File: config.mk
export PLATFORM = sky130hd
export DESIGN_NAME = spp_arbiter
export DESIGN_NICKNAME = d
export VERILOG_FILES = /design/src/rtl/spp_pkg.sv /design/src/rtl/spp_addr_map.sv /design/src/rtl/spp_rx_fill.sv /design/src/rtl/spp_tx_fetch.sv /design/src/rtl/spp_arbiter.sv
export SDC_FILE = /design/constraint.sdc
export NUM_CORES = 1
export LEC_CHECK = 0
export BUFFER_PORTS_ARGS = -buffer_cell sky130_fd_sc_hd__clkbuf_2
export CAP_MARGIN = 0
export CORE_ASPECT_RATIO = 2
export CORE_UTILIZATION = 42
export DETAILED_ROUTE_END_ITERATION = 12
export HOLD_SLACK_MARGIN = 0.05
export MAX_ROUTING_LAYER = met4
export PLACE_DENSITY = 0.75
export SLEW_MARGIN = 20
export SYNTH_ARGS = -nofsm -noshare
export SYNTH_HDL_FRONTEND = slang
export SYNTH_SLANG_ARGS = --single-unit
export TNS_END_PERCENT = 5
File: constraint.sdc
create_clock -name clk -period 1.6 [get_ports clk]
set_clock_uncertainty 0.1 [all_clocks]
set_input_delay 0 -clock clk [delete_from_list [all_inputs] [get_ports clk]]
set_output_delay 0 -clock clk [all_outputs]
set_load 0.02 [all_outputs]
File: src/rtl/spp_pkg.sv
package spp_pkg;
   typedef enum logic [1:0] {
      REG_GEN  = 2'd0,
      REG_TX   = 2'd1,
      REG_RXW  = 2'd2,
      REG_CTRL = 2'd3
   } cpu_region_e;

   localparam int ST_W = 3;
endpackage

File: src/rtl/spp_addr_map.sv
module spp_addr_map
   import spp_pkg::*;
#(
   parameter int AW = 8
) (
   input  logic [AW-1:0] cpu_addr,
   input  logic          cpu_we,
   input  logic          ready_sel,
   output cpu_region_e   region,
   output logic [AW-1:0] phys_addr,
   output logic          sram_hit
);
   localparam int OFF_W = AW - 2;

   always_comb begin
      region    = cpu_region_e'(cpu_addr[AW-1 -: 2]);
      phys_addr = cpu_addr;
      sram_hit  = 1'b0;
      unique case (region)
         REG_GEN, REG_TX: sram_hit = 1'b1;
         REG_RXW: begin
            phys_addr = {1'b1, ready_sel, cpu_addr[OFF_W-1:0]};
            sram_hit  = !cpu_we;
         end
         default: sram_hit = 1'b0;
      endcase
   end
endmodule

File: src/rtl/spp_rx_fill.sv
module spp_rx_fill #(
   parameter int DW     = 16,
   parameter int OFF_W  = 6,
   parameter int RX_LEN = 4
) (
   input  logic             clk,
   input  logic             rst_n,
   input  logic             adc_valid,
   input  logic [DW-1:0]    adc_data,
   input  logic             wr_go,
   input  logic             irq_clr,
   input  logic             flag_clr,
   output logic             wr_req,
   output logic [DW-1:0]    wr_data,
   output logic [OFF_W-1:0] wr_off,
   output logic             fill_sel,
   output logic             irq,
   output logic             overrun,
   output logic             dropped
);
   logic             full_q, fill_q, irq_q, ovr_q, drop_q;
   logic [DW-1:0]    hold_q;
   logic [OFF_W-1:0] ptr_q;
   logic             last, swap;

   assign last = (ptr_q == OFF_W'(RX_LEN - 1));
   assign swap = wr_go && last;

   always_ff @(posedge clk or negedge rst_n) begin
      if (!rst_n) begin
         full_q <= 1'b0;
         hold_q <= '0;
         ptr_q  <= '0;
         fill_q <= 1'b0;
         irq_q  <= 1'b0;
         ovr_q  <= 1'b0;
         drop_q <= 1'b0;
      end else begin
         if (wr_go) ptr_q <= last ? '0 : ptr_q + OFF_W'(1);
         if (swap) fill_q <= ~fill_q;
         if (adc_valid && (!full_q || wr_go)) begin
            hold_q <= adc_data;
            full_q <= 1'b1;
         end else if (wr_go) begin
            full_q <= 1'b0;
         end
         if (adc_valid && full_q && !wr_go) drop_q <= 1'b1;
         else if (flag_clr)                 drop_q <= 1'b0;
         if (swap)         irq_q <= 1'b1;
         else if (irq_clr) irq_q <= 1'b0;
         if (swap && irq_q && !irq_clr) ovr_q <= 1'b1;
         else if (flag_clr)             ovr_q <= 1'b0;
      end
   end

   assign wr_req   = full_q;
   assign wr_data  = hold_q;
   assign wr_off   = ptr_q;
   assign fill_sel = fill_q;
   assign irq      = irq_q;
   assign overrun  = ovr_q;
   assign dropped  = drop_q;

   // a new interrupt only appears together with a buffer swap
   a_r5_irq_marks_swap: assert property (@(posedge clk) disable iff (!rst_n)
      $rose(irq_q) |-> (fill_q != $past(fill_q)));
   // the dropped flag can only rise while a sample was held
   a_r9_drop_needs_full: assert property (@(posedge clk) disable iff (!rst_n)
      $rose(drop_q) |-> $past(full_q));
   // sequential fill offsets
   a_r4_ptr_step: assert property (@(posedge clk) disable iff (!rst_n)
      (wr_go && !last) |=> (ptr_q == $past(ptr_q) + OFF_W'(1)));
   // overrun rises only when a swap meets a pending interrupt
   a_r8_overrun_cause: assert property (@(posedge clk) disable iff (!rst_n)
      $rose(ovr_q) |-> ($past(irq_q) && $past(wr_go)));
endmodule

File: src/rtl/spp_tx_fetch.sv
module spp_tx_fetch #(
   parameter int DW     = 16,
   parameter int OFF_W  = 6,
   parameter int TX_LEN = 3
) (
   input  logic             clk,
   input  logic             rst_n,
   input  logic             rd_go,
   input  logic [DW-1:0]    sram_rdata,
   input  logic             dac_ready,
   output logic             rd_req,
   output logic [OFF_W-1:0] rd_off,
   output logic             dac_valid,
   output logic [DW-1:0]    dac_data
);
   logic             full_q, infl_q, last;
   logic [DW-1:0]    data_q;
   logic [OFF_W-1:0] ptr_q;

   assign last = (ptr_q == OFF_W'(TX_LEN - 1));

   always_ff @(posedge clk or negedge rst_n) begin
      if (!rst_n) begin
         full_q <= 1'b0;
         infl_q <= 1'b0;
         data_q <= '0;
         ptr_q  <= '0;
      end else begin
         infl_q <= rd_go;
         if (rd_go) ptr_q <= last ? '0 : ptr_q + OFF_W'(1);
         if (infl_q) begin
            data_q <= sram_rdata;
            full_q <= 1'b1;
         end else if (full_q && dac_ready) begin
            full_q <= 1'b0;
         end
      end
   end

   assign rd_req    = !full_q && !infl_q;
   assign rd_off    = ptr_q;
   assign dac_valid = full_q;
   assign dac_data  = data_q;

   // an offered word is held until taken
   a_r10_hold: assert property (@(posedge clk) disable iff (!rst_n)
      (full_q && !dac_ready) |=> (full_q && $stable(data_q)));
   // the read pointer wraps after the last transmit word
   a_r10_wrap: assert property (@(posedge clk) disable iff (!rst_n)
      (rd_go && last) |=> (ptr_q == '0));
endmodule

File: src/rtl/spp_arbiter.sv
module spp_arbiter
   import spp_pkg::*;
#(
   parameter int AW        = 8,
   parameter int DW        = 16,
   parameter int RX_LEN    = 4,
   parameter int TX_LEN    = 3,
   parameter bit ADC_FIRST = 1'b1
) (
   input  logic          clk,
   input  logic          rst_n,
   input  logic          cpu_req,
   input  logic          cpu_we,
   input  logic [AW-1:0] cpu_addr,
   input  logic [DW-1:0] cpu_wdata,
   output logic [DW-1:0] cpu_rdata,
   output logic          cpu_rvalid,
   output logic          sram_en,
   output logic          sram_we,
   output logic [AW-1:0] sram_addr,
   output logic [DW-1:0] sram_wdata,
   input  logic [DW-1:0] sram_rdata,
   input  logic          adc_valid,
   input  logic [DW-1:0] adc_data,
   output logic          dac_valid,
   input  logic          dac_ready,
   output logic [DW-1:0] dac_data,
   output logic          irq
);
   localparam int OFF_W = AW - 2;

   initial begin
      assert (AW >= 3) else $error("AW too small");
      assert (DW >= ST_W) else $error("DW must hold the status bits");
      assert (RX_LEN >= 2 && RX_LEN <= (1 << OFF_W)) else $error("RX_LEN out of range");
      assert (TX_LEN >= 1 && TX_LEN <= (1 << OFF_W)) else $error("TX_LEN out of range");
   end

   cpu_region_e      region;
   logic [AW-1:0]    cpu_phys;
   logic             cpu_hit, cpu_sram, slot_free;
   logic             wr_req, wr_go, rd_req, rd_go;
   logic [DW-1:0]    wr_data;
   logic [OFF_W-1:0] wr_off, rd_off;
   logic             fill_sel, overrun, dropped;
   logic             ctrl_wr, irq_clr, flag_clr;
   logic             rvalid_q, rd_ctrl_q;
   logic [ST_W-1:0]  status_q;

   spp_addr_map #(.AW(AW)) u_map (
      .cpu_addr (cpu_addr),
      .cpu_we   (cpu_we),
      .ready_sel(~fill_sel),
      .region   (region),
      .phys_addr(cpu_phys),
      .sram_hit (cpu_hit)
   );

   assign cpu_sram  = cpu_req && cpu_hit;
   assign slot_free = !cpu_sram;

   generate
      if (ADC_FIRST) begin : g_adc_first
         assign wr_go = slot_free && wr_req;
         assign rd_go = slot_free && rd_req && !wr_req;
      end else begin : g_dac_first
         assign rd_go = slot_free && rd_req;
         assign wr_go = slot_free && wr_req && !rd_req;
      end
   endgenerate

   assign ctrl_wr  = cpu_req && cpu_we && (region == REG_CTRL);
   assign irq_clr  = ctrl_wr && cpu_wdata[0];
   assign flag_clr = ctrl_wr && cpu_wdata[1];

   spp_rx_fill #(.DW(DW), .OFF_W(OFF_W), .RX_LEN(RX_LEN)) u_rx (
      .clk      (clk),
      .rst_n    (rst_n),
      .adc_valid(adc_valid),
      .adc_data (adc_data),
      .wr_go    (wr_go),
      .irq_clr  (irq_clr),
      .flag_clr (flag_clr),
      .wr_req   (wr_req),
      .wr_data  (wr_data),
      .wr_off   (wr_off),
      .fill_sel (fill_sel),
      .irq      (irq),
      .overrun  (overrun),
      .dropped  (dropped)
   );

   spp_tx_fetch #(.DW(DW), .OFF_W(OFF_W), .TX_LEN(TX_LEN)) u_tx (
      .clk       (clk),
      .rst_n     (rst_n),
      .rd_go     (rd_go),
      .sram_rdata(sram_rdata),
      .dac_ready (dac_ready),
      .rd_req    (rd_req),
      .rd_off    (rd_off),
      .dac_valid (dac_valid),
      .dac_data  (dac_data)
   );

   always_comb begin
      sram_en    = 1'b0;
      sram_we    = 1'b0;
      sram_addr  = '0;
      sram_wdata = '0;
      if (cpu_sram) begin
         sram_en    = 1'b1;
         sram_we    = cpu_we;
         sram_addr  = cpu_phys;
         sram_wdata = cpu_wdata;
      end else if (wr_go) begin
         sram_en    = 1'b1;
         sram_we    = 1'b1;
         sram_addr  = {1'b1, fill_sel, wr_off};
         sram_wdata = wr_data;
      end else if (rd_go) begin
         sram_en    = 1'b1;
         sram_addr  = {2'b01, rd_off};
      end
   end

   always_ff @(posedge clk or negedge rst_n) begin
      if (!rst_n) begin
         rvalid_q  <= 1'b0;
         rd_ctrl_q <= 1'b0;
         status_q  <= '0;
      end else begin
         rvalid_q  <= cpu_req && !cpu_we && (cpu_hit || region == REG_CTRL);
         rd_ctrl_q <= cpu_req && !cpu_we && (region == REG_CTRL);
         status_q  <= {dropped, overrun, irq};
      end
   end

   assign cpu_rvalid = rvalid_q;
   assign cpu_rdata  = rd_ctrl_q ? {{(DW-ST_W){1'b0}}, status_q} : sram_rdata;

   // reads of a receive quarter never target the filling buffer
   a_r5_window_reads_ready: assert property (@(posedge clk) disable iff (!rst_n)
      (sram_en && !sram_we && sram_addr[AW-1]) |-> (sram_addr[AW-2] != fill_sel));
   // the only writes into receive quarters go to the filling buffer
   a_r6_rx_writes_fill_only: assert property (@(posedge clk) disable iff (!rst_n)
      (sram_en && sram_we && sram_addr[AW-1]) |-> (sram_addr[AW-2] == fill_sel));
   // a processor SRAM read returns on the next cycle
   a_r2_read_latency: assert property (@(posedge clk) disable iff (!rst_n)
      (cpu_req && !cpu_we && cpu_hit) |=> cpu_rvalid);
endmodule

# Yosys cells after proc, flatten, opt, wreduce, memory -nomap -nowiden
# Cells that the tools add are included.
[word_totals]
reg_bits = 56
out_inout_bits = 61
elab_cells = 81
in_bits = 62
[classes]
addsub = 2
n_eq_ne = 5
n_bitwise = 1
mux = 24
reduce_logical = 35
[op_table]
columns = ["op", "count"]
rows = [
  ["$mux W16", 3],
  ["$mux W8", 3],
  ["$logic_and A1 B1 Y1", 19],
  ["$mux W1", 14],
  ["$add A6 B1 Y6 const B", 2],
  ["$eq A6 B2 Y1 const B", 2],
  ["$mux W6", 2],
  ["$reduce_bool A2 Y1", 5],
  ["$logic_not A1 Y1", 7],
  ["$mux W7", 1],
  ["$eq A2 B2 Y1 const B", 2],
  ["$eq A2 B1 Y1 const B", 1],
  ["$logic_not A2 Y1", 1],
  ["$logic_or A1 B1 Y1", 2],
  ["$pmux W1 S2", 1],
  ["$reduce_or A2 Y1", 1],
  ["$not A1 Y1", 1],
]

# Longest topological paths before layout
# Gate-level depths: netlist (run 1).
[logic_depth]
depth_word = 10
mapped_depth = 6
mapped_depth_nobuf = 5

# Modules after synthesis
# From an unflattened synthesis (run 1), not the netlist that was laid out.
[unflattened]
hier_cells = 270
area_unflattened_um2 = 2969.1
[modules_own_cells]
columns = ["mod", "instances", "cells_per_inst", "area_each_um2", "seq_area_each_um2"]
rows = [
  ["spp_rx_fill", 1, 73, 1112.3, 675.6],
  ["spp_tx_fetch", 1, 67, 963.4, 600.6],
  ["spp_arbiter", 1, 119, 817.0, 125.1],
  ["spp_addr_map", 1, 11, 76.3, 0.0],
]

# Worst setup path before layout (run 1)
# No wires, ideal clock.
[synth_path]
path_type = "register -> register"
start = "register u_tx.full_q (netlist: u_tx.dac_valid)"
end = "register u_tx.ptr_q[2] (netlist: u_tx.rd_off[2])"
setup_ns = 0.125
path_stages_with_launch = 6
synth_period_minus_slack_ns = 1.680
setup_slack_ns = -0.080
path_buffers = 0
t_required_ns = 1.375
arrival_ns = 1.455
path_cell_list = "dfrtp_1 nor3_4 a21bo_4 inv_4 nand2_2 mux2_4"
[synth_via]
elab_chain_cells = 4
[synth_lines]
columns = ["element", "line", "text"]
rows = [
  ["start: declaration", "spp_tx_fetch.sv:16", "logic full_q, infl_q, last;"],
  ["start signal: assignment", "spp_tx_fetch.sv:24", "full_q <= 1'b0;"],
  ["start signal: assignment", "spp_tx_fetch.sv:33", "full_q <= 1'b1;"],
  ["start signal: assignment", "spp_tx_fetch.sv:35", "full_q <= 1'b0;"],
  ["$logic_not A1 Y1", "spp_tx_fetch.sv:40", "assign rd_req = !full_q && !infl_q;"],
  ["$logic_and A1 B1 Y1", "spp_tx_fetch.sv:40", ""],
  ["$logic_and A1 B1 Y1 (2 in series)", "spp_arbiter.sv:65", "assign rd_go = slot_free && rd_req && !wr_req;"],
  ["via rd_go", "spp_arbiter.sv:42", "logic wr_req, wr_go, rd_req, rd_go;"],
  ["end signal: assignment", "spp_tx_fetch.sv:30", "if (rd_go) ptr_q <= last ? '0 : ptr_q + OFF_W'(1);"],
  ["end: declaration", "spp_tx_fetch.sv:18", "logic [OFF_W-1:0] ptr_q;"],
]
# The timed path passes the listed nets, and every way through them passes these cells.
# A chain may end at the register's enable or synchronous reset.

# Final worst setup path (run 1)
[layout_path]
start = "register u_rx.full_q (netlist: u_rx.wr_req)"
end = "output sram_addr[6]"
[layout_via]
elab_chain_cells = 5
word_cells_on_any_way = 6
classes_between = "mux: 3; reduce/logical: 3"
[layout_lines]
columns = ["element", "line", "text"]
rows = [
  ["start: declaration", "spp_rx_fill.sv:21", "logic full_q, fill_q, irq_q, ovr_q, drop_q;"],
  ["start signal: assignment", "spp_rx_fill.sv:31", "full_q <= 1'b0;"],
  ["start signal: assignment", "spp_rx_fill.sv:43", "full_q <= 1'b1;"],
  ["start signal: assignment", "spp_rx_fill.sv:45", "full_q <= 1'b0;"],
  ["$logic_not A1 Y1", "spp_arbiter.sv:65", ""],
  ["$logic_and A1 B1 Y1", "spp_arbiter.sv:65", ""],
  ["$mux W7", "spp_arbiter.sv:120", "end else if (rd_go) begin"],
  ["$mux W8 (*)", "spp_arbiter.sv:115", "end else if (wr_go) begin"],
  ["$mux W8 (*)", "spp_arbiter.sv:110", "if (cpu_sram) begin"],
  ["end: declaration", "spp_arbiter.sv:20", "output logic [AW-1:0] sram_addr,"],
]
# Mark *: on every way between the ends. The rest lies on a longest branch, timed or not.

==> metrics.md, run 1 <==
| Metric | Value |
|---|---|
| PortBufs | `122` |
| DIE WIDTH | `59.05 um` |
| Worst-path clk slew | `0.07 ns` |
| Area Overhead vs Synth | `50.85%` |
| DR iter-0 viols | `61` |
| Commonest non-fill, non-tap cell in the layout | `clkbuf_2` |
| Leakage power | `2.024 nW` |
| Vias in the first global route | `2527` |
| Vias after detailed routing | `2530` |
| Power density over cell area | `1252 mW/mm^2` |
| Synth warnings | `0` |
| Drt first pass iters | `4` |
| Area contributors post-synth | `dfrtp_1 51%, mux2_1 15%, nand2_1 6.5%, o21ai_1 4.2%, nor2b_1 3.2%` |
| First-pass GRT wire length | `11420 um` |
| Most frequent cells in the layout | `116 x clkbuf_2, 54 x dfrtp_1, 47 x nand2_1` |
| Cell total after placement | `458` |
| Status | `finished, final reports clean` |
| Clk pwr share | `23.9%` |
| Syn avg cell area | `10.94 um^2` |
| Final instance area | `0.004124 mm^2` |
| Endpoints failing hold | `0` |
| Sw Ratio | `34.99%` |
| H-Tree Level Count | `2` |
| Clk Latency, worst-skew pair | `0.29 ns` |
| Pin count of the biggest net entering global routing | `31` |
| Internal power | `3.357 mW` |
| Root Driver | `clkbuf_16` |
| Non-Filler Instances | `509` |
| Number of fill cells in the layout | `507` |
| Final core occ | `65.36%` |
| Total CTS buffers | `5` |
| Post-DP HPWL | `5146 um` |
| Mapped Cells | `250` |
| Total Die Area | `0.006856 mm^2` |
| Initial Util | `43.33%` |
| Fmax | `0.6305 GHz` |
| Period Utilization, post-route | `99.13%` |
| VDD IR max | `0.8020 mV` |
| CP endpoint kind | `output pin` |
| Post-Syn Area | `0.002734 mm^2` |
| Initial antenna violation count | `0` |
| CTS tree | `yes` |
| Ports | `123` |
| Number of routed nets with antenna violations | `0` |
| Distinct cells, synth | `41` |
| # diodes | `0` |
| Clock sinks | `56` |
| Syn_nets | `315` |
| Post-synthesis sequential area ratio | `51.26%` |
| Worst-margin pin slew | `0.4737 ns` |
| Post-synth top flop | `dfrtp_1` |
| Setup TNS | `0 ns` |
| Final setup fails | `0` |
| Post-Route WL | `7328 um` |
| Area share of the largest cell type after synthesis | `51.26%` |
| Synthesis-stage register bit count | `56` |
| Slew Limit Fails | `0` |
| Largest area contributor in the netlist | `dfrtp_1` |
| Placer Congestion | `0.8470` |
| Max-Cap Viols | `0` |
| Hold WS | `0.09387 ns` |
| Crit path kind | `flip-flop to output pin` |
| CTS Buffer Depth | `2` |
| CORE AREA | `0.006310 mm^2` |
| Layout cells sized above 1 | `37.12%` |
| Total gr overflow | `0` |
| Relative slew slack | `68.42%` |
| Sw Pwr | `1.807 mW` |
| Minimum clock period | `1.586 ns` |
| Total global-route track usage | `22.91%` |
| RSZ-0062 raised after global routing | `true` |
| CP arrival | `1.49 ns` |
| Die H | `116.1 um` |
| Row Count | `41` |
| Combinational share of power | `34.8%` |
| Reg power frac | `41.3%` |
| Drt via density | `4.971` |
| Maximum fanout along the worst path | `14` |
| Post-DP Area | `0.003510 mm^2` |
| Post-synth EDFFs | `0` |
| Mean routed wirelength per cell | `14.40 um` |
| Worst path required time | `1.50 ns` |
| Startpoint types | `flip-flop` |
| Drc violations | `0` |
| Hold/Removal Path Class | `primary input to async pin` |
| Asr flop ratio synth | `100.0%` |
| Fin nets | `487` |
[flip-flops by register name, summed over array words and instances (netlist names)]
register and cells:
u_rx.wr_data 16, u_tx.dac_data 16, u_rx.wr_off 6, u_tx.rd_off 6
status_q 3, cpu_rvalid 1, rd_ctrl_q 1, u_rx.dropped 1
u_rx.fill_sel 1, u_rx.irq 1, u_rx.overrun 1, u_rx.wr_req 1
u_tx.dac_valid 1, u_tx.infl_q 1
[cell families (layout without fill, tap and decap cells)]
family	after synthesis	after routing	share of synthesized area, %
and+or+nand+nor	81	81	14.51
adders and majority gates	3	3	1.373
xor gates and xnor gates	7	7	2.243
DFF	56	56	51.26
muxes	39	39	16.20
AOI/OAI and AO/OA	45	45	10.57
buffers and inverters	19	192	3.844
[metrics by stage]
stage          total power, mW  setup WS [ns]
5_1_grt                  5.458       -0.06145
4_1_cts                  5.174       0.008830
3_5_place_dp             3.836        0.05446
3_3_place_gp             3.775        0.09359
2_1_floorplan            3.151       -0.05652
6_report                 5.164        0.01397
[synthesized netlist by cell type, types with 2 or more instances]
master	count
dfrtp_1	56
a21oi_1	2
mux2_1	37
clkbuf_1	3
a21o_1	3
o21ai_2	3
and4_1	2
buf_6	2
nor4_1	2
dlygate4sd1_1	2
nand4_1	6
o21ai_1	23
ha_1	3
inv_1	5
buf_2	5
nor2b_1	14
xnor2_1	6
nor2_1	2
nand2_1	47
a22oi_1	6
[what timing repair did]
action                     4_1_cts  5_1_grt
setup endpoints to repair        4        9
setup buffers                    1        0
gates cloned                     0        0
hold buffers                    42        0
resized for setup                3       11
hold endpoints to repair        96        0
[worst max-delay path: stages (launching register included)]
cell      delay, ns
dfrtp_2        0.44
buf_4          0.20
a211oi_1       0.31
a21oi_1        0.08
buf_2          0.17
[cell type report]
type / count / area (um^2) / area share, %
timing repair buffer: 178 / 1190 / 28.85
sequential: 56 / 1404 / 34.04
clock inverter: 3 / 42.54 / 1.032
inverter: 6 / 25.02 / 0.6068
multi-input combinational: 175 / 1230 / 29.82
clock buffer: 5 / 125.1 / 3.034
tap: 86 / 107.6 / 2.609
[worst paths after layout]
| kind | slack [ns] | to | cells past startpoint | from |
|---|---|---|---|---|
| worst min register to register | 0.28 | status_q[1] | 0 | u_rx.overrun |
| max in group asynchronous | 0.77 | u_rx.wr_req | 3 | rst_n |
| min in group clk | 0.13 | u_rx.irq | 5 | cpu_addr[6] |
| worst min-delay path | 0.09 | u_tx.dac_data[11] | 2 | rst_n |
| worst max register to register | 0.06 | u_tx.rd_off[2] | 5 | u_tx.dac_valid |
| worst max-delay path | 0.01 | sram_addr[6] | 4 | u_rx.wr_req |
[power by group through the flow]
stage	Sequential (mW)	Clock, mW	Combinational [mW]
floorplan	2.28	0	0.868
global placement	2.13	0	1.64
detailed placement	2.15	0	1.69
CTS	2.12	1.26	1.79
global route	2.19	1.31	1.96
finish	2.13	1.24	1.80
[routing by layer]
metal / routed length [um] / global-route usage (%) / up-vias
met1: 2524 / 23.31 / 1217
li1: - / - / 1202
met2: 4272 / 40.98 / 91
met3: 282 / 3.544 / 20
met5: 0 / - / -
met4: 248 / 11.90 / 0
No activity file was read; power rests on OpenSTA's default activity.
==> run 2, diff against run 1 <==
--- a/config.mk
+++ b/config.mk
@@ -13,6 +13,7 @@
 export HOLD_SLACK_MARGIN = 0.05
 export MAX_ROUTING_LAYER = met4
 export PLACE_DENSITY = 0.75
+export RECOVER_POWER = 50
 export SLEW_MARGIN = 20
 export SYNTH_ARGS = -nofsm -noshare
 export SYNTH_HDL_FRONTEND = slang
==> run 2 against run 1 <==
Net effect: first-iteration DRC count fell by 1.6%; register-to-register slack about the same; fmax grew 0.52%; count of clock-buffer cells in the layout stayed put; global-route usage did not move; critical path depth unchanged.
==> metrics.md, run 2 (same netlist as run 1, synthesis figures left out) <==
| Metric | Value |
|---|---|
| Power density over cell area | `1250 mW/mm^2 (was 1252 mW/mm^2)` |
| Drt first pass iters | `4 (unchanged)` |
| Fmax | `0.6338 GHz (was 0.6305 GHz)` |
| Area Overhead vs Synth | `49.84% (was 50.85%)` |
| Status | `finished, final reports clean (unchanged)` |
| Ports | `123 (unchanged)` |
| Endpoints failing hold | `0 (unchanged)` |
| Slew Limit Fails | `0 (unchanged)` |
| CTS Buffer Depth | `2 (unchanged)` |
| CTS tree | `yes (unchanged)` |
| CORE AREA | `0.006310 mm^2 (unchanged)` |
| Hold_sp | `cpu_addr[6]` |
| Global Route met2 Usage | `40.98% (unchanged)` |
| Met3 Usage GRT | `3.544% (unchanged)` |
| Sw Ratio | `35.28% (was 34.99%)` |
| Layout cells sized above 1 | `32.39% (was 37.12%)` |
| Minimum clock period | `1.578 ns (was 1.586 ns)` |
| Worst r2r src | `u_tx.dac_valid (unchanged)` |
| Startpoint types | `flip-flop (unchanged)` |
| Hold/Removal Path Class | `primary input to flip-flop (was primary input to async pin)` |
| Post-DP Area | `0.003510 mm^2 (unchanged)` |
| Commonest non-fill, non-tap cell in the layout | `clkbuf_2 (unchanged)` |
| Leakage power | `1.963 nW (was 2.024 nW)` |
| Worst-margin pin slew | `1.005 ns (was 0.4737 ns)` |
| Clock sinks | `56 (unchanged)` |
| Initial antenna violation count | `0 (unchanged)` |
| Root Driver | `clkbuf_16 (unchanged)` |
| Pin count of the biggest net entering global routing | `31 (unchanged)` |
| GR peak layer | `met2 (unchanged)` |
| Vias after detailed routing | `2524 (was 2530)` |
| Total global-route track usage | `22.91% (unchanged)` |
| Vias in the first global route | `2527 (unchanged)` |
| Maximum fanout along the worst path | `14 (unchanged)` |
| Crit path kind | `flip-flop to output pin (unchanged)` |
| Worst-path clk slew | `0.07 ns (about the same)` |
| RSZ-0062 raised after global routing | `true (unchanged)` |
| DR iter-0 viols | `60 (was 61)` |
| Most frequent cells in the layout | `97 x clkbuf_2, 54 x dfrtp_1, 47 x nand2_1 (was 116 x clkbuf_2, 54 x dfrtp_1, 47 x nand2_1)` |
| Internal power | `3.316 mW (was 3.357 mW)` |
| Clk Latency, worst-skew pair | `0.29 ns (about the same)` |
| CP arrival | `1.48 ns (was 1.49 ns)` |
| Crit path launch | `u_rx.wr_req (unchanged)` |
| Total Die Area | `0.006856 mm^2 (unchanged)` |
| Die H | `116.1 um (unchanged)` |
| Post-DP HPWL | `5146 um (unchanged)` |
| Fin nets | `487 (unchanged)` |
| Row Count | `41 (unchanged)` |
| PortBufs | `122 (unchanged)` |
| Clk pwr share | `24.1% (was 23.9%)` |
| Placer Congestion | `0.8470 (unchanged)` |
| Initial Util | `43.33% (unchanged)` |
| Total gr overflow | `0 (unchanged)` |
| CP endpoint kind | `output pin (unchanged)` |
| Sw Pwr | `1.807 mW (about the same)` |
| Drc violations | `0 (unchanged)` |
| Cell total after placement | `458 (unchanged)` |
| Post-Route WL | `7355 um (was 7328 um)` |
| Final instance area | `0.004096 mm^2 (was 0.004124 mm^2)` |
| Non-Filler Instances | `509 (unchanged)` |
| # diodes | `0 (unchanged)` |
| VDD IR max | `0.8020 mV (about the same)` |
| Worst path required time | `1.50 ns (about the same)` |
| Relative slew slack | `33.03% (was 68.42%)` |
| DIE WIDTH | `59.05 um (unchanged)` |
| Number of routed nets with antenna violations | `0 (unchanged)` |
| Reg power frac | `41.6% (was 41.3%)` |
| Final setup fails | `0 (unchanged)` |
| Total CTS buffers | `5 (unchanged)` |
| Mean routed wirelength per cell | `14.45 um (was 14.40 um)` |
| First-pass GRT wire length | `11420 um (unchanged)` |
| Period Utilization, post-route | `98.61% (was 99.13%)` |
| Max-Cap Viols | `0 (unchanged)` |
| Hold WS | `0.1246 ns (was 0.09387 ns)` |
| GR Layer Usage met1 | `23.31% (unchanged)` |
| Drt via density | `4.959 (was 4.971)` |
| Combinational share of power | `34.3% (was 34.8%)` |
| H-Tree Level Count | `2 (unchanged)` |
## run 2: critical path, cell delays in order (launching register included)
cell      delay [ns]
dfrtp_2         0.44
buf_4           0.20
a211oi_1        0.30
a21oi_1         0.08
buf_2           0.17
## run 2: metal layers
layer  share of wire, %  routed length [um]
met1                 35                2591
met2                 58                4240
met3                3.5                 258
met4                3.6                 265
met5                  0                   0
## run 2: power by group through the flow
stage | combinational [mW] | sequential, mW | clock [mW]
floorplan | 0.868 | 2.28 | 0
global placement | 1.64 | 2.13 | 0
detailed placement | 1.69 | 2.15 | 0
CTS | 1.79 | 2.12 | 1.26
global route | 1.92 | 2.19 | 1.31
finish | 1.76 | 2.13 | 1.23
## run 2: path summary, 6_finish.rpt
kind / to / slack (ns) / depth (start not counted)
max: sram_addr[6] / 0.02 / 4
min: u_rx.irq / 0.12 / 5
max reg2reg: u_tx.rd_off[2] / 0.06 / 5
min reg2reg: status_q[1] / 0.28 / 0
max in group asynchronous: rd_ctrl_q / 0.27 / 3
min in group asynchronous: u_tx.dac_data[11] / 0.29 / 2
## run 2: layout make-up
| type | count | area [um^2] |
|---|---|---|
| clock buffers | 5 | 125.1 |
| clock inverters | 3 | 42.54 |
| fillers | 522 | 2213 |
| inverters | 6 | 25.02 |
| multi-input cells | 175 | 1230 |
| flip-flops and latches | 56 | 1404 |
| well taps | 86 | 107.6 |
| repair buffers | 178 | 1162 |
## run 2: through the flow
stage                     util [%]  worst slack [ns]  setup TNS [ns]  power (mW)
final                        64.92           0.02217               0       5.123
after global routing         64.92          -0.06145         -0.2272       5.416
after CTS                    65.16          0.008830               0       5.174
after detailed placement     55.62           0.05446               0       3.836
after global placement       55.62           0.09359               0       3.775
after floorplan                  -          -0.05652        -0.07148       3.151
## run 2: timing repair
action	4_1_cts	5_1_grt
hold buffers	42	0
resized for setup	3	11
setup endpoints to repair	4	9
buffers inserted	1	0
hold endpoints to repair	96	0
pin swaps	0	0
==> run 3, diff against run 2 <==
--- a/config.mk
+++ b/config.mk
@@ -7,12 +7,14 @@
 export LEC_CHECK = 0
 export BUFFER_PORTS_ARGS = -buffer_cell sky130_fd_sc_hd__clkbuf_2
 export CAP_MARGIN = 0
+export CELL_PAD_IN_SITES_DETAIL_PLACEMENT = 1
+export CELL_PAD_IN_SITES_GLOBAL_PLACEMENT = 2
 export CORE_ASPECT_RATIO = 2
-export CORE_UTILIZATION = 42
+export CORE_UTILIZATION = 25
 export DETAILED_ROUTE_END_ITERATION = 12
 export HOLD_SLACK_MARGIN = 0.05
 export MAX_ROUTING_LAYER = met4
-export PLACE_DENSITY = 0.75
+export PLACE_DENSITY_LB_ADDON = 0.1
 export RECOVER_POWER = 50
 export SLEW_MARGIN = 20
 export SYNTH_ARGS = -nofsm -noshare
==> run 3 against run 2 <==
Net effect: final cell count rose by 11%; first-iteration DRC count rose by 58%; count of clock-buffer cells in the layout did not move; final area rose by 2.4%; via count barely moved; critical path type unchanged; non-clock buffer count rose by 3; global-route usage fell by 6.4 points; critical path depth rose by 1; largest cell class unchanged; routed wire length rose by 16%; clock power barely moved.
==> metrics.md, run 3 (same netlist as run 1, synthesis figures left out) <==
| Metric | Value |
|---|---|
| Commonest non-fill, non-tap cell in the layout | `clkbuf_2 (unchanged)` |
| Post-DP HPWL | `6624 um (was 5146 um)` |
| Period Utilization, post-route | `97.31% (was 98.61%)` |
| CP endpoint kind | `output pin (unchanged)` |
| CP max stage cell | `dfrtp_2 (unchanged)` |
| Initial Util | `25.93% (was 43.33%)` |
| Fmax | `0.6423 GHz (was 0.6338 GHz)` |
| DR iter-0 viols | `95 (was 60)` |
| Max-Cap Viols | `0 (unchanged)` |
| Drt first pass iters | `4 (unchanged)` |
| CP arrival | `1.46 ns (was 1.48 ns)` |
| Fin nets | `490 (was 487)` |
| Relative slew slack | `60.08% (was 33.03%)` |
| First-pass GRT wire length | `14170 um (was 11420 um)` |
| CTS Buffer Depth | `2 (unchanged)` |
| Status | `finished, final reports clean (unchanged)` |
| Total CTS buffers | `5 (unchanged)` |
| Initial antenna violation count | `0 (unchanged)` |
| Ports | `123 (unchanged)` |
| Worst-margin pin slew | `0.5988 ns (was 1.005 ns)` |
| # diodes | `0 (unchanged)` |
| Power density over cell area | `1253 mW/mm^2 (was 1250 mW/mm^2)` |
| Die H | `149.9 um (was 116.1 um)` |
| Peak per-stage delay on the critical path | `0.45 ns (was 0.44 ns)` |
| Row Count | `53 (was 41)` |
| Post-Route WL | `8536 um (was 7355 um)` |
| RSZ-0062 raised after global routing | `true (unchanged)` |
| Maximum fanout along the worst path | `7 (was 14)` |
| Total Die Area | `0.01138 mm^2 (was 0.006856 mm^2)` |
| Mean routed wirelength per cell | `15.16 um (was 14.45 um)` |
| Hold/Removal Path Class | `primary input to async pin (was primary input to flip-flop)` |
| CORE AREA | `0.01054 mm^2 (was 0.006310 mm^2)` |
| Clk Latency, worst-skew pair | `0.29 ns (about the same)` |
| Final core occ | `39.77% (was 64.92%)` |
| Leakage power | `1.977 nW (was 1.963 nW)` |
| Vias after detailed routing | `2522 (was 2524)` |
| Buffer and inverter count on the worst path | `2 (unchanged)` |
| Crit path max-delay family | `flip-flops (unchanged)` |
| Post-DP Area | `0.003623 mm^2 (was 0.003510 mm^2)` |
| Number of routed nets with antenna violations | `0 (unchanged)` |
| Layout cells sized above 1 | `34.27% (was 32.39%)` |
| Startpoint types | `flip-flop (unchanged)` |
| Final instance area | `0.004193 mm^2 (was 0.004096 mm^2)` |
| Endpoints failing hold | `0 (unchanged)` |
| Drc violations | `0 (unchanged)` |
| Vias in the first global route | `2848 (was 2527)` |
| PortBufs | `122 (unchanged)` |
| Clock sinks | `56 (unchanged)` |
| VDD IR max | `0.4559 mV (was 0.8020 mV)` |
| Worst-path clk slew | `0.07 ns (about the same)` |
| DIE WIDTH | `75.95 um (was 59.05 um)` |
| Total gr overflow | `0 (unchanged)` |
| Worst path required time | `1.50 ns (about the same)` |
| Pin count of the biggest net entering global routing | `33 (was 31)` |
| Root Driver | `clkbuf_16 (unchanged)` |
| Drt via density | `4.480 (was 4.959)` |
| Area Overhead vs Synth | `53.36% (was 49.84%)` |
| H-Tree Level Count | `2 (unchanged)` |
| CTS tree | `yes (unchanged)` |
| Total global-route track usage | `16.55% (was 22.91%)` |
| Placer Congestion | `0.7544 (was 0.8470)` |
| Worst path cell trace | `nor3_4 > buf_6 > a22oi_1 > o21ai_1 > buf_4 (was buf_4 > a211oi_1 > a21oi_1 > buf_2)` |
| Setup bufs post-CTS | `0 (was 1)` |
| Crit path kind | `flip-flop to output pin (unchanged)` |
| Final setup fails | `0 (unchanged)` |
| Most frequent cells in the layout | `98 x clkbuf_2, 54 x dfrtp_1, 47 x nand2_1 (was 97 x clkbuf_2, 54 x dfrtp_1, 47 x nand2_1)` |
| Slew Limit Fails | `0 (unchanged)` |
| Minimum clock period | `1.557 ns (was 1.578 ns)` |
==> run 3: changes by cell type in the layout (fill, tap and decap cells not counted), sizes merged <==
| cell | before | now |
|---|---|---|
| buf | 19 | 23 |
| dlygate4sd3 | 42 | 41 |
==> run 3: path summary, 6_finish.rpt <==
| check | start | to | slack (ns) | depth (start not counted) |
|---|---|---|---|---|
| setup / recovery | u_tx.dac_valid | sram_addr[5] | 0.04 | 5 |
| hold / removal | rst_n | u_rx.overrun | 0.10 | 2 |
| setup reg to reg | u_tx.dac_valid | u_tx.rd_off[2] | 0.05 | 5 |
| hold reg to reg | u_rx.dropped | status_q[2] | 0.28 | 0 |
| max in group asynchronous | rst_n | u_rx.wr_data[5] | 0.35 | 3 |
| min in group clk | cpu_addr[6] | u_rx.irq | 0.12 | 5 |
==> run 3: timing repair <==
| action | 4_1_cts | 5_1_grt |
|---|---|---|
| gates resized for setup | 3 | 18 |
| setup endpoints to repair | 8 | 33 |
| hold endpoints to repair | 95 | 0 |
| hold buffers | 41 | 0 |
| pin swaps | 1 | 4 |
==> run 3: layout make-up <==
| class | count | area (um^2) |
|---|---|---|
| multi-input combinational | 175 | 1251 |
| inverter | 6 | 25.02 |
| fill | 1233 | 6351 |
| tap | 137 | 171.4 |
| sequential | 56 | 1404 |
| clock buffer | 5 | 125.1 |
| timing repair buffer | 181 | 1174 |
| clock inverter | 3 | 42.54 |
==> run 3: where the power goes <==
part	total (mW)	internal, mW	switching (mW)	leakage [nW]
combinational	1.93	0.844	1.08	1.22
sequential	2.09	1.81	0.281	0.672
clock	1.24	0.736	0.501	0.0798
total	5.26	3.39	1.87	1.98
==> run 3: worst register-to-register path: stages (launching register included) <==
cell,delay (ns)
dfrtp_2,0.45
nor3_4,0.20
a21bo_4,0.27
inv_4,0.07
nand2_2,0.06
mux2_4,0.29
==> run 3: per-stage QoR <==
stage / hold WS (ns) / cells / TNS [ns] / total power [mW] / setup WS [ns]
2_1_floorplan: -0.3956 / 250 / -0.07148 / 3.151 / -0.05652
3_3_place_gp: -0.08653 / 514 / 0 / 3.953 / 0.09648
3_5_place_dp: -0.07626 / 514 / 0 / 3.994 / 0.03890
4_1_cts: 0.1234 / 563 / -0.004436 / 5.357 / -0.003383
5_1_grt: 0.1654 / 563 / -0.1708 / 5.604 / -0.03886
6_report: 0.1012 / 563 / 0 / 5.255 / 0.04309
==> run 3: per-layer routing <==
metal | wire length [um] | global-route usage (%)
met1 | 2955 | 15.63
met3 | 371 | 2.622
met2 | 5038 | 32.82
met5 | 0 | -
met4 | 171 | 6.442
